File: src/rtl/sdc_pkg.sv
package sdc_pkg;
  localparam int CNT_W = 8;
  typedef logic [CNT_W-1:0] cnt_t;

  typedef enum logic [3:0] {
    CMD_MRS = 4'b0000,
    CMD_REF = 4'b0001,
    CMD_PRE = 4'b0010,
    CMD_ACT = 4'b0011,
    CMD_WR  = 4'b0100,
    CMD_RD  = 4'b0101,
    CMD_NOP = 4'b0111
  } cmd_e;

  typedef enum logic [2:0] {ST_WAIT, ST_REF1, ST_REF2, ST_MRS, ST_RUN, ST_PD} st_e;

  // one cycle closer to zero, saturating
  function automatic cnt_t cnt_step(cnt_t c);
    return (c == '0) ? '0 : c - 1'b1;
  endfunction

  // keep the later of the running wait and a new gap of 'gap' cycles
  function automatic cnt_t cnt_hold(cnt_t c, int gap);
    cnt_t s;
    cnt_t g;
    s = cnt_step(c);
    g = CNT_W'(gap - 1);
    return (g > s) ? g : s;
  endfunction

  // mode word: burst length code in bits 2:0, sequential order, latency in 6:4
  function automatic int mode_word(int bl, int cl);
    int lb;
    lb = 0;
    for (int i = 0; i < 8; i++) if ((1 << i) < bl) lb = i + 1;
    return (cl << 4) | lb;
  endfunction
endpackage

File: src/rtl/sdc_bank.sv
module sdc_bank
  import sdc_pkg::*;
#(
  parameter int ROW_W = 12,
  parameter int T_RCD = 2,
  parameter int T_RP  = 2,
  parameter int T_RC  = 6,
  parameter int T_WR  = 2,
  parameter int BL    = 4
) (
  input  logic             clk,
  input  logic             rst_n,
  input  logic             do_act,
  input  logic             do_col,
  input  logic             col_wr,
  input  logic             col_ap,
  input  logic             do_pre,
  input  logic             do_ref,
  input  logic [ROW_W-1:0] act_row,
  output logic             is_open,
  output logic [ROW_W-1:0] open_row,
  output logic             rw_ok,
  output logic             pre_ok,
  output logic             act_ok
);
  localparam int RD_TO_PRE = BL;
  localparam int WR_TO_PRE = BL + T_WR;
  localparam int RD_AP_ACT = BL + T_RP;
  localparam int WR_AP_ACT = BL + T_WR + T_RP;

  cnt_t c_rw, c_pre, c_act;

  always_ff @(posedge clk or negedge rst_n) begin
    if (!rst_n) begin
      is_open  <= 1'b0;
      open_row <= '0;
      c_rw     <= '0;
      c_pre    <= '0;
      c_act    <= '0;
    end else begin
      c_rw  <= cnt_step(c_rw);
      c_pre <= cnt_step(c_pre);
      c_act <= cnt_step(c_act);
      if (do_act) begin
        is_open  <= 1'b1;
        open_row <= act_row;
        c_rw     <= cnt_hold(c_rw, T_RCD);
        c_pre    <= cnt_hold(c_pre, T_RCD);
        c_act    <= cnt_hold(c_act, T_RC);
      end
      if (do_col) begin
        c_pre <= cnt_hold(c_pre, col_wr ? WR_TO_PRE : RD_TO_PRE);
        if (col_ap) begin
          is_open <= 1'b0;
          c_act   <= cnt_hold(c_act, col_wr ? WR_AP_ACT : RD_AP_ACT);
        end
      end
      if (do_pre) begin
        is_open <= 1'b0;
        c_act   <= cnt_hold(c_act, T_RP);
      end
      if (do_ref) c_act <= cnt_hold(c_act, T_RC);
    end
  end

  assign rw_ok  = (c_rw == '0);
  assign pre_ok = (c_pre == '0);
  assign act_ok = (c_act == '0);
endmodule

File: src/rtl/sdc_refresh.sv
module sdc_refresh #(
  parameter int T_REFI = 1560
) (
  input  logic clk,
  input  logic rst_n,
  input  logic ref_done,
  output logic ref_due
);
  localparam int RW = $clog2(T_REFI + 1);

  logic [RW-1:0] tick;

  always_ff @(posedge clk or negedge rst_n) begin
    if (!rst_n) begin
      tick    <= RW'(T_REFI - 1);
      ref_due <= 1'b0;
    end else begin
      if (ref_done) ref_due <= 1'b0;
      if (tick == '0) begin
        tick    <= RW'(T_REFI - 1);
        ref_due <= 1'b1;
      end else begin
        tick <= tick - 1'b1;
      end
    end
  end
endmodule

File: src/rtl/sdc_ctrl.sv
module sdc_ctrl
  import sdc_pkg::*;
#(
  parameter int BA_W   = 1,
  parameter int ROW_W  = 12,
  parameter int COL_W  = 9,
  parameter int AP_BIT = 10,
  parameter int BL     = 4,
  parameter int CL     = 2,
  parameter int T_INIT = 20000,
  parameter int T_REFI = 1560,
  parameter int T_RCD  = 2,
  parameter int T_RP   = 2,
  parameter int T_RC   = 7,
  parameter int T_WR   = 2,
  parameter int T_MRD  = 2,
  parameter int T_XP   = 2
) (
  input  logic                        clk,
  input  logic                        rst_n,
  input  logic                        req_valid,
  output logic                        req_ready,
  input  logic                        req_write,
  input  logic                        req_ap,
  input  logic [BA_W+ROW_W+COL_W-1:0] req_addr,
  input  logic                        pd_req,
  output logic                        mem_cke,
  output logic                        mem_cs_n,
  output logic                        mem_ras_n,
  output logic                        mem_cas_n,
  output logic                        mem_we_n,
  output logic [BA_W-1:0]             mem_ba,
  output logic [ROW_W-1:0]            mem_addr,
  output logic                        mem_dqm
);
  localparam int NB = 1 << BA_W;
  localparam int IW = $clog2(T_INIT + 1);
  localparam logic [ROW_W-1:0] MODE_WORD = ROW_W'(mode_word(BL, CL));

  // request fields
  logic [BA_W-1:0]  req_ba;
  logic [ROW_W-1:0] req_row;
  logic [COL_W-1:0] req_col;
  assign req_ba  = req_addr[BA_W+ROW_W+COL_W-1 -: BA_W];
  assign req_row = req_addr[COL_W +: ROW_W];
  assign req_col = req_addr[COL_W-1:0];

  // per-bank state
  logic [NB-1:0]    b_open, b_rw_ok, b_pre_ok, b_act_ok;
  logic [ROW_W-1:0] b_row [NB];

  // command events, named for the checker
  logic iss_act, iss_col, iss_pre, iss_pall, iss_ref, iss_mrs, pd_enter, pd_exit;
  logic in_run, ref_due, quiesce, hit, col_ok, gen_ok;

  st_e            state;
  logic [IW-1:0]  init_cnt;
  cnt_t           c_gen, c_col;
  cmd_e           cmd_n, cmd_q;
  logic [BA_W-1:0]  ba_n;
  logic [ROW_W-1:0] addr_n;
  logic           cke_q, dqm_q;

  for (genvar gi = 0; gi < NB; gi++) begin : g_bank
    logic sel;
    assign sel = (req_ba == BA_W'(gi));
    sdc_bank #(
      .ROW_W(ROW_W), .T_RCD(T_RCD), .T_RP(T_RP), .T_RC(T_RC), .T_WR(T_WR), .BL(BL)
    ) u_bank (
      .clk     (clk),
      .rst_n   (rst_n),
      .do_act  (iss_act & sel),
      .do_col  (iss_col & sel),
      .col_wr  (req_write),
      .col_ap  (req_ap),
      .do_pre  (iss_pall | (iss_pre & sel)),
      .do_ref  (iss_ref),
      .act_row (req_row),
      .is_open (b_open[gi]),
      .open_row(b_row[gi]),
      .rw_ok   (b_rw_ok[gi]),
      .pre_ok  (b_pre_ok[gi]),
      .act_ok  (b_act_ok[gi])
    );
  end

  sdc_refresh #(.T_REFI(T_REFI)) u_refresh (
    .clk     (clk),
    .rst_n   (rst_n),
    .ref_done(iss_ref),
    .ref_due (ref_due)
  );

  assign in_run    = (state == ST_RUN);
  assign gen_ok    = (c_gen == '0);
  assign quiesce   = ref_due | (pd_req & ~req_valid);
  assign hit       = b_open[req_ba] && (b_row[req_ba] == req_row);
  assign col_ok    = b_rw_ok[req_ba] && (c_col == '0) && gen_ok;
  assign req_ready = in_run && !ref_due && hit && col_ok;

  // command choice
  always_comb begin
    iss_act  = 1'b0;
    iss_col  = 1'b0;
    iss_pre  = 1'b0;
    iss_pall = 1'b0;
    iss_ref  = 1'b0;
    iss_mrs  = 1'b0;
    pd_enter = 1'b0;
    pd_exit  = 1'b0;
    unique case (state)
      ST_WAIT: iss_pall = (init_cnt == '0);
      ST_REF1, ST_REF2: iss_ref = gen_ok;
      ST_MRS: iss_mrs = gen_ok;
      ST_RUN: begin
        if (quiesce) begin
          if (|b_open) iss_pall = (&b_pre_ok) && gen_ok;
          else if (ref_due) iss_ref = (&b_act_ok) && gen_ok;
          else pd_enter = gen_ok;
        end else if (req_valid) begin
          if (hit) iss_col = col_ok;
          else if (b_open[req_ba]) iss_pre = b_pre_ok[req_ba] && gen_ok;
          else iss_act = b_act_ok[req_ba] && gen_ok;
        end
      end
      ST_PD: pd_exit = !pd_req || ref_due || req_valid;
      default: ;
    endcase
  end

  // command encoding onto the pins
  always_comb begin
    cmd_n  = CMD_NOP;
    ba_n   = '0;
    addr_n = '0;
    if (iss_act) begin
      cmd_n  = CMD_ACT;
      ba_n   = req_ba;
      addr_n = req_row;
    end else if (iss_col) begin
      cmd_n  = req_write ? CMD_WR : CMD_RD;
      ba_n   = req_ba;
      addr_n[COL_W-1:0] = req_col;
      addr_n[AP_BIT]    = req_ap;
    end else if (iss_pre) begin
      cmd_n  = CMD_PRE;
      ba_n   = req_ba;
    end else if (iss_pall) begin
      cmd_n  = CMD_PRE;
      addr_n[AP_BIT] = 1'b1;
    end else if (iss_ref) begin
      cmd_n  = CMD_REF;
    end else if (iss_mrs) begin
      cmd_n  = CMD_MRS;
      addr_n = MODE_WORD;
    end
  end

  always_ff @(posedge clk or negedge rst_n) begin
    if (!rst_n) begin
      state    <= ST_WAIT;
      init_cnt <= IW'(T_INIT - 1);
      c_gen    <= '0;
      c_col    <= '0;
      cke_q    <= 1'b1;
      dqm_q    <= 1'b1;
      cmd_q    <= CMD_NOP;
      mem_ba   <= '0;
      mem_addr <= '0;
    end else begin
      if (init_cnt != '0) init_cnt <= init_cnt - 1'b1;
      c_gen <= cnt_step(c_gen);
      c_col <= cnt_step(c_col);
      if (iss_pall) c_gen <= cnt_hold(c_gen, T_RP);
      if (iss_ref)  c_gen <= cnt_hold(c_gen, T_RC);
      if (iss_mrs)  c_gen <= cnt_hold(c_gen, T_MRD);
      if (pd_exit)  c_gen <= cnt_hold(c_gen, T_XP);
      if (iss_col)  c_col <= cnt_hold(c_col, BL);

      unique case (state)
        ST_WAIT: if (iss_pall) state <= ST_REF1;
        ST_REF1: if (iss_ref) state <= ST_REF2;
        ST_REF2: if (iss_ref) state <= ST_MRS;
        ST_MRS:  if (iss_mrs) state <= ST_RUN;
        ST_RUN:  if (pd_enter) begin state <= ST_PD;  cke_q <= 1'b0; end
        ST_PD:   if (pd_exit)  begin state <= ST_RUN; cke_q <= 1'b1; end
        default: state <= ST_WAIT;
      endcase

      cmd_q    <= cmd_n;
      mem_ba   <= ba_n;
      mem_addr <= addr_n;
      dqm_q    <= (state != ST_RUN && state != ST_PD) | iss_pall | iss_pre;
    end
  end

  assign {mem_cs_n, mem_ras_n, mem_cas_n, mem_we_n} = cmd_q;
  assign mem_cke = cke_q;
  assign mem_dqm = dqm_q;
endmodule

File: config.mk
export PLATFORM = sky130hd
export DESIGN_NAME = sdc_ctrl
export DESIGN_NICKNAME = d
export VERILOG_FILES = /design/src/rtl/sdc_pkg.sv /design/src/rtl/sdc_bank.sv /design/src/rtl/sdc_refresh.sv /design/src/rtl/sdc_ctrl.sv
export SDC_FILE = /design/constraint.sdc
export NUM_CORES = 1
export LEC_CHECK = 0
export CORE_ASPECT_RATIO = 0.75
export CORE_MARGIN = 1
export CORE_UTILIZATION = 65
export CTS_BUF_LIST = sky130_fd_sc_hd__clkbuf_8
export DETAILED_ROUTE_END_ITERATION = 8
export GPL_ROUTABILITY_DRIVEN = 0
export PLACE_DENSITY_LB_ADDON = 0.2
export SYNTH_ARGS = -nofsm -noshare
export SYNTH_HDL_FRONTEND = slang
export SYNTH_SLANG_ARGS = --single-unit
File: constraint.sdc
create_clock -name clk -period 7.1 [get_ports clk]
set_input_delay 1.065 -clock clk [delete_from_list [all_inputs] [get_ports clk]]
set_output_delay 1.065 -clock clk [all_outputs]
set_load 0.01 [all_outputs]
=== After elaboration in Yosys (flattened, before gate mapping) ===
Cells that the tools add are included.
W data, S select, Z words.

* Word-level logic and storage cells: 240
* Bits of input ports: 28
* Flip-flop bits (word level): 139
* Output and inout port bits: 20

* Order comparisons: 17
* Eq/ne operators: 14
* Reduce and logical (&&, ||, !) cells: 35
* Bitwise gates (word level): 15
* Muxes and demuxes: 126
* Add/subtract/negate cells: 12

{| class="wikitable"
|+ Operator list
! cell !! count
|-
| $mux W8 || 44
|-
| $mux W12 || 6
|-
| $logic_not A8 Y1 || 8
|-
| $sub A8 B1 Y8 const B || 8
|-
| $gt A1 B8 Y1 const A || 7
|-
| $mux W1 || 54
|-
| $mux W3 || 12
|-
| $gt A8 B8 Y1 || 4
|-
| $gt A3 B8 Y1 const A || 3
|-
| $pmux W3 S6 || 1
|-
| $sub A8 B2 Y8 const B || 2
|-
| $logic_not A15 Y1 || 1
|-
| $reduce_bool A15 Y1 || 1
|-
| $sub A15 B1 Y15 const B || 1
|-
| $eq A12 B12 Y1 || 1
|-
| $logic_and A1 B1 Y1 || 11
|-
| $logic_not A11 Y1 || 1
|-
| $mux W11 || 1
|-
| $sub A11 B1 Y11 const B || 1
|-
| $mux W10 || 1
|-
| $mux W9 || 1
|-
| $gt A2 B8 Y1 const A || 1
|-
| $ne A2 B2 Y1 const B || 4
|-
| $and A1 B1 Y1 || 7
|-
| 22 further kinds || 38
|}

=== Depth between registers and ports, before layout ===
* Depth after elaboration: 16
* Depth in mapped cells: 14
* Depth with buffers taken out: 13

=== Cells and area by module ===
Synthesis repeated with hierarchy kept, for this count alone.

* Cells, all modules: 767
* Area total of the unflattened synthesis: 7656.1 µm²

{| class="wikitable"
|+ By module, submodules not included
! module !! area each (µm²) !! seq. area each (µm²) !! instances !! cells an instance
|-
| sdc_ctrl || 2932.8 || 1318.8 || 1 || 302
|-
| sdc_bank (g_bank[1].u_bank) || 2154.6 || 925.9 || 1 || 214
|-
| sdc_bank (g_bank[0].u_bank) || 1960.6 || 925.9 || 1 || 193
|-
| sdc_refresh || 608.1 || 307.8 || 1 || 58
|}

=== Least setup slack after synthesis ===
OpenSTA, ideal clock, no wires.

* Path type: input to output
* Start: input req_addr[21]
* End: output req_ready
* Path buffers: 3
* Cell stages on the path: 7
* Data required time: 6.035 ns
* Arrival time: 2.503 ns
* Setup slack: 3.532 ns
* Path through: buf_2 -> buf_6 -> buf_2 -> o211ai_1 -> a211oi_1 -> nand4_1 -> nor3_1

* Word-level cells in the longest chain between the ends: 8
* Elaborated cells between the ends (all ways): 14
* Classes of those cells: eq/ne: 1; mux: 7; bitwise: 1; reduce/logical: 5

{| class="wikitable"
|+ RTL lines
! what !! RTL line !! source
|-
| start, declared || sdc_ctrl.sv:25 || <nowiki>input logic [BA_W+ROW_W+COL_W-1:0] req_addr,</nowiki>
|-
| $not A1 Y2 (not written as such) || sdc_ctrl.sv:97 || <nowiki>assign hit = b_open[req_ba] && (b_row[req_ba] == req_row);</nowiki>
|-
| $mux W12 (not written as such) (3 in series) || sdc_ctrl.sv:97 ||
|-
| $eq A12 B12 Y1 || sdc_ctrl.sv:97 ||
|-
| $logic_and A1 B1 Y1 || sdc_ctrl.sv:97 ||
|-
| $logic_and A1 B1 Y1 || sdc_ctrl.sv:99 || <nowiki>assign req_ready = in_run && !ref_due && hit && col_ok;</nowiki>
|-
| $logic_and A1 B1 Y1 * || sdc_ctrl.sv:99 ||
|-
| end, declared || sdc_ctrl.sv:22 || <nowiki>output logic req_ready,</nowiki>
|}

Every way passes the cells marked *; elsewhere a longest branch is shown, timed or not. The select of a mux whose other input is x is not followed.

=== Worst setup path in the final report ===
Ends and elaborated chain as after synthesis.

==> qor.txt <==
vias in the first global route = 5662
Worst Setup Start Kind = input port
most frequent cells in the layout = dfrtp_1, nor2_1, nor3_1, nand2_1, clkdlybuf4s50_1
final setup fails = 0
initial antenna violation count = 0
sequence of cells on the critical path = clkdlybuf4s50_1 -> buf_4 -> mux2i_1 -> xnor2_1 -> nor4_1 -> nand4_1 -> nor3_1 -> clkdlybuf4s50_1
Req. time, crit path = 6.03 ns
drt total wl = 16.4 mm
most used cell, CP = clkdlybuf4s50_1
chip height = 95.6 um
Final period util = 70.1%
Sink Count = 138
Distinct cells, synth = 76
Max VDD drop = 0.000211 V
Final Hold Viols = 0
post-synth top area cell = dfrtp_1
sequential fraction of the synthesis area = 45.9%
Starting DRT DRC Count = 431
status = finished clean
RSZ-0062 raised after global routing = no
GRT Total Usage = 29.4%
final slew viol count = 0
number of vias per cell = 6.18
root buffer cell = clkbuf_8
number of synthesis warnings = 0
post-synthesis async set-or-reset flop share = 100%
Total Neg Setup Slack = 0 ns
Slew Limit Headroom = 20.5%
Via Count = 5827
Layout area overhead = 12.7%
Power, Total = 3.13 mW
hold_sp = init_cnt[7]
synthesized area per cell = 10.1 um^2
slowest cell delay on critical path = 0.58 ns
Most used DFF post-synth = dfrtp_1
Setup Fix Bufs, Post-CTS = 0
Initial DRT Pass Iterations = 6
share of the synthesized area in the top cell type = 38.9%
Layout Nets = 841
gr ovfl total = 0
post-route minimum period = 4.98 ns
Synth area leaders = dfrtp_1, dfstp_2, mux2_2
Pleak = 3.78 nW
Critical Path Slowest Stage Cell = clkdlybuf4s50_1
std cell rows = 33
first-pass GRT wire length = 27.5 mm
layout cells sized above 1 = 13.8%
Max-Cap Viols = 0
Hold Buf Count CTS = 0
Hold Crit Class = reg -> reg
Post-Syn Instances = 749
FF+latch count, synth = 138
H-tree Lvls = 4
Synth Cell Area = 7590 um^2
wire length per cell = 17.4 um
DRT antenna net count = 0
worst r2r src = c_gen[0]
clk_lat worst skew = 0.45 ns
die extent in x = 127 um
ant diodes = 0
CTS Buffer Depth = 2
sum of buffers and inverters on the critical path = 3
largest net degree at the start of global routing = 76
TritonCTS Buffers = 17
crit end category = primary output
EDFF count, synth = 0
Slew @ Worst Pin = 1.18 ns
Ports = 48
CTS tree = built
IO buf count = 46
commonest non-fill, non-tap cell in the layout = dfrtp_1
final core utilization = 76.7%
kind of critical path = in -> out
die area = 12100 um^2
Syn Nets = 800
Core Box Area = 11100 um^2
dpl hpwl = 11.5 mm
Critical Path Fanout Max = 23
Pwr Density = 366 nW/um^2
Initial Util = 68.0%
Fin Hold WS = 0.472 ns
Crit. Startpoint = req_addr[21]
fmax = 201 MHz
PostCTS Resize Cnt = 0
Worst-path clk slew = 0.08 ns
CP top delay family = buffers and inverters
Worst EP arrival = 3.91 ns
DRC Markers = 0
Fin Clk Skew = 0.0134 ns
[state kept, by name, indices dropped and copies added, names as in the netlist, 8 cells and up]
signal,flops
g_bank.u_bank.open_row,24
g_bank.u_bank.c_act,16
g_bank.u_bank.c_pre,16
g_bank.u_bank.c_rw,16
init_cnt,15
mem_addr,12
u_refresh.tick,11
c_col,8
c_gen,8
[power by group]
part | switching, mW | internal (mW)
Clock | 0.333 | 0.403
Combinational | 0.623 | 0.513
Sequential | 0.263 | 0.993
[worst reg2reg max path: stages (launching register included)]
cell     delay (ns)
dfrtp_1        0.42
inv_1          0.07
ha_1           0.17
or3b_1         0.46
nor3b_4        0.68
nand3_1        0.28
nor4_4         0.95
and4_1         0.34
a21oi_1        0.04
[path summary, 6_finish.rpt]
kind	cells after the start	end	slack [ns]
max	8	req_ready	2.12
min	1	init_cnt[7]	0.47
max reg2reg	8	g_bank[0].u_bank.c_act[1]	3.55
min reg2reg	1	init_cnt[7]	0.47
max in group asynchronous	2	g_bank[0].u_bank.c_pre[4]	5.14
min in group asynchronous	1	g_bank[1].u_bank.c_rw[6]	0.59
[layout make-up]
class                      count  area [um^2]
multi-input combinational    544         3810
sequential                   138         3480
fill                         718         2600
timing repair buffer          49          484
clock buffer                  18          248
clock inverter                14          209
tap                          140          175
inverter                      40          150
[Yosys cell counts, types with 20 or more instances]
master and instances:
a21oi_1 20, dfrtp_1 118, ha_1 23, nand2_1 45, mux2_2 27, nor2_1 64
inv_1 40, xnor2_1 34, o21ai_0 33, nor3_1 47, mux2i_1 20, dfstp_2 20
[cell families after synthesis]
group | count (synthesis) | share of synthesized area [%]
compound gates | 127 | 11.4
xor+xnor | 51 | 5.89
fa+ha+maj | 23 | 3.79
buf+inv | 67 | 4.07
flops | 138 | 45.9
mux | 48 | 6.80
other cells | 1 | 0.0494
simple gates | 294 | 22.2
[routing by layer]
metal  global-route usage (%)  vias up  share of wire (%)
li1                         -     2765                  -
met1                     38.6     2851                 46
met2                     48.5      180                 47
met3                     7.97       31                5.4
met4                     8.53        0                1.8
met5                        0        -                  0
[stage by stage]
| step | area (um^2) | std cells | setup slack (ns) |
|---|---|---|---|
| after detailed placement | 8100 | 911 | 2.20 |
| final | 8550 | 943 | 2.12 |
| after CTS | 8550 | 943 | 2.18 |
| after global routing | 8550 | 943 | 2.12 |
| after floorplan | 7590 | 749 | 3.53 |
| after global placement | 8100 | 911 | 2.38 |
(Power assumes the default switching activity.)
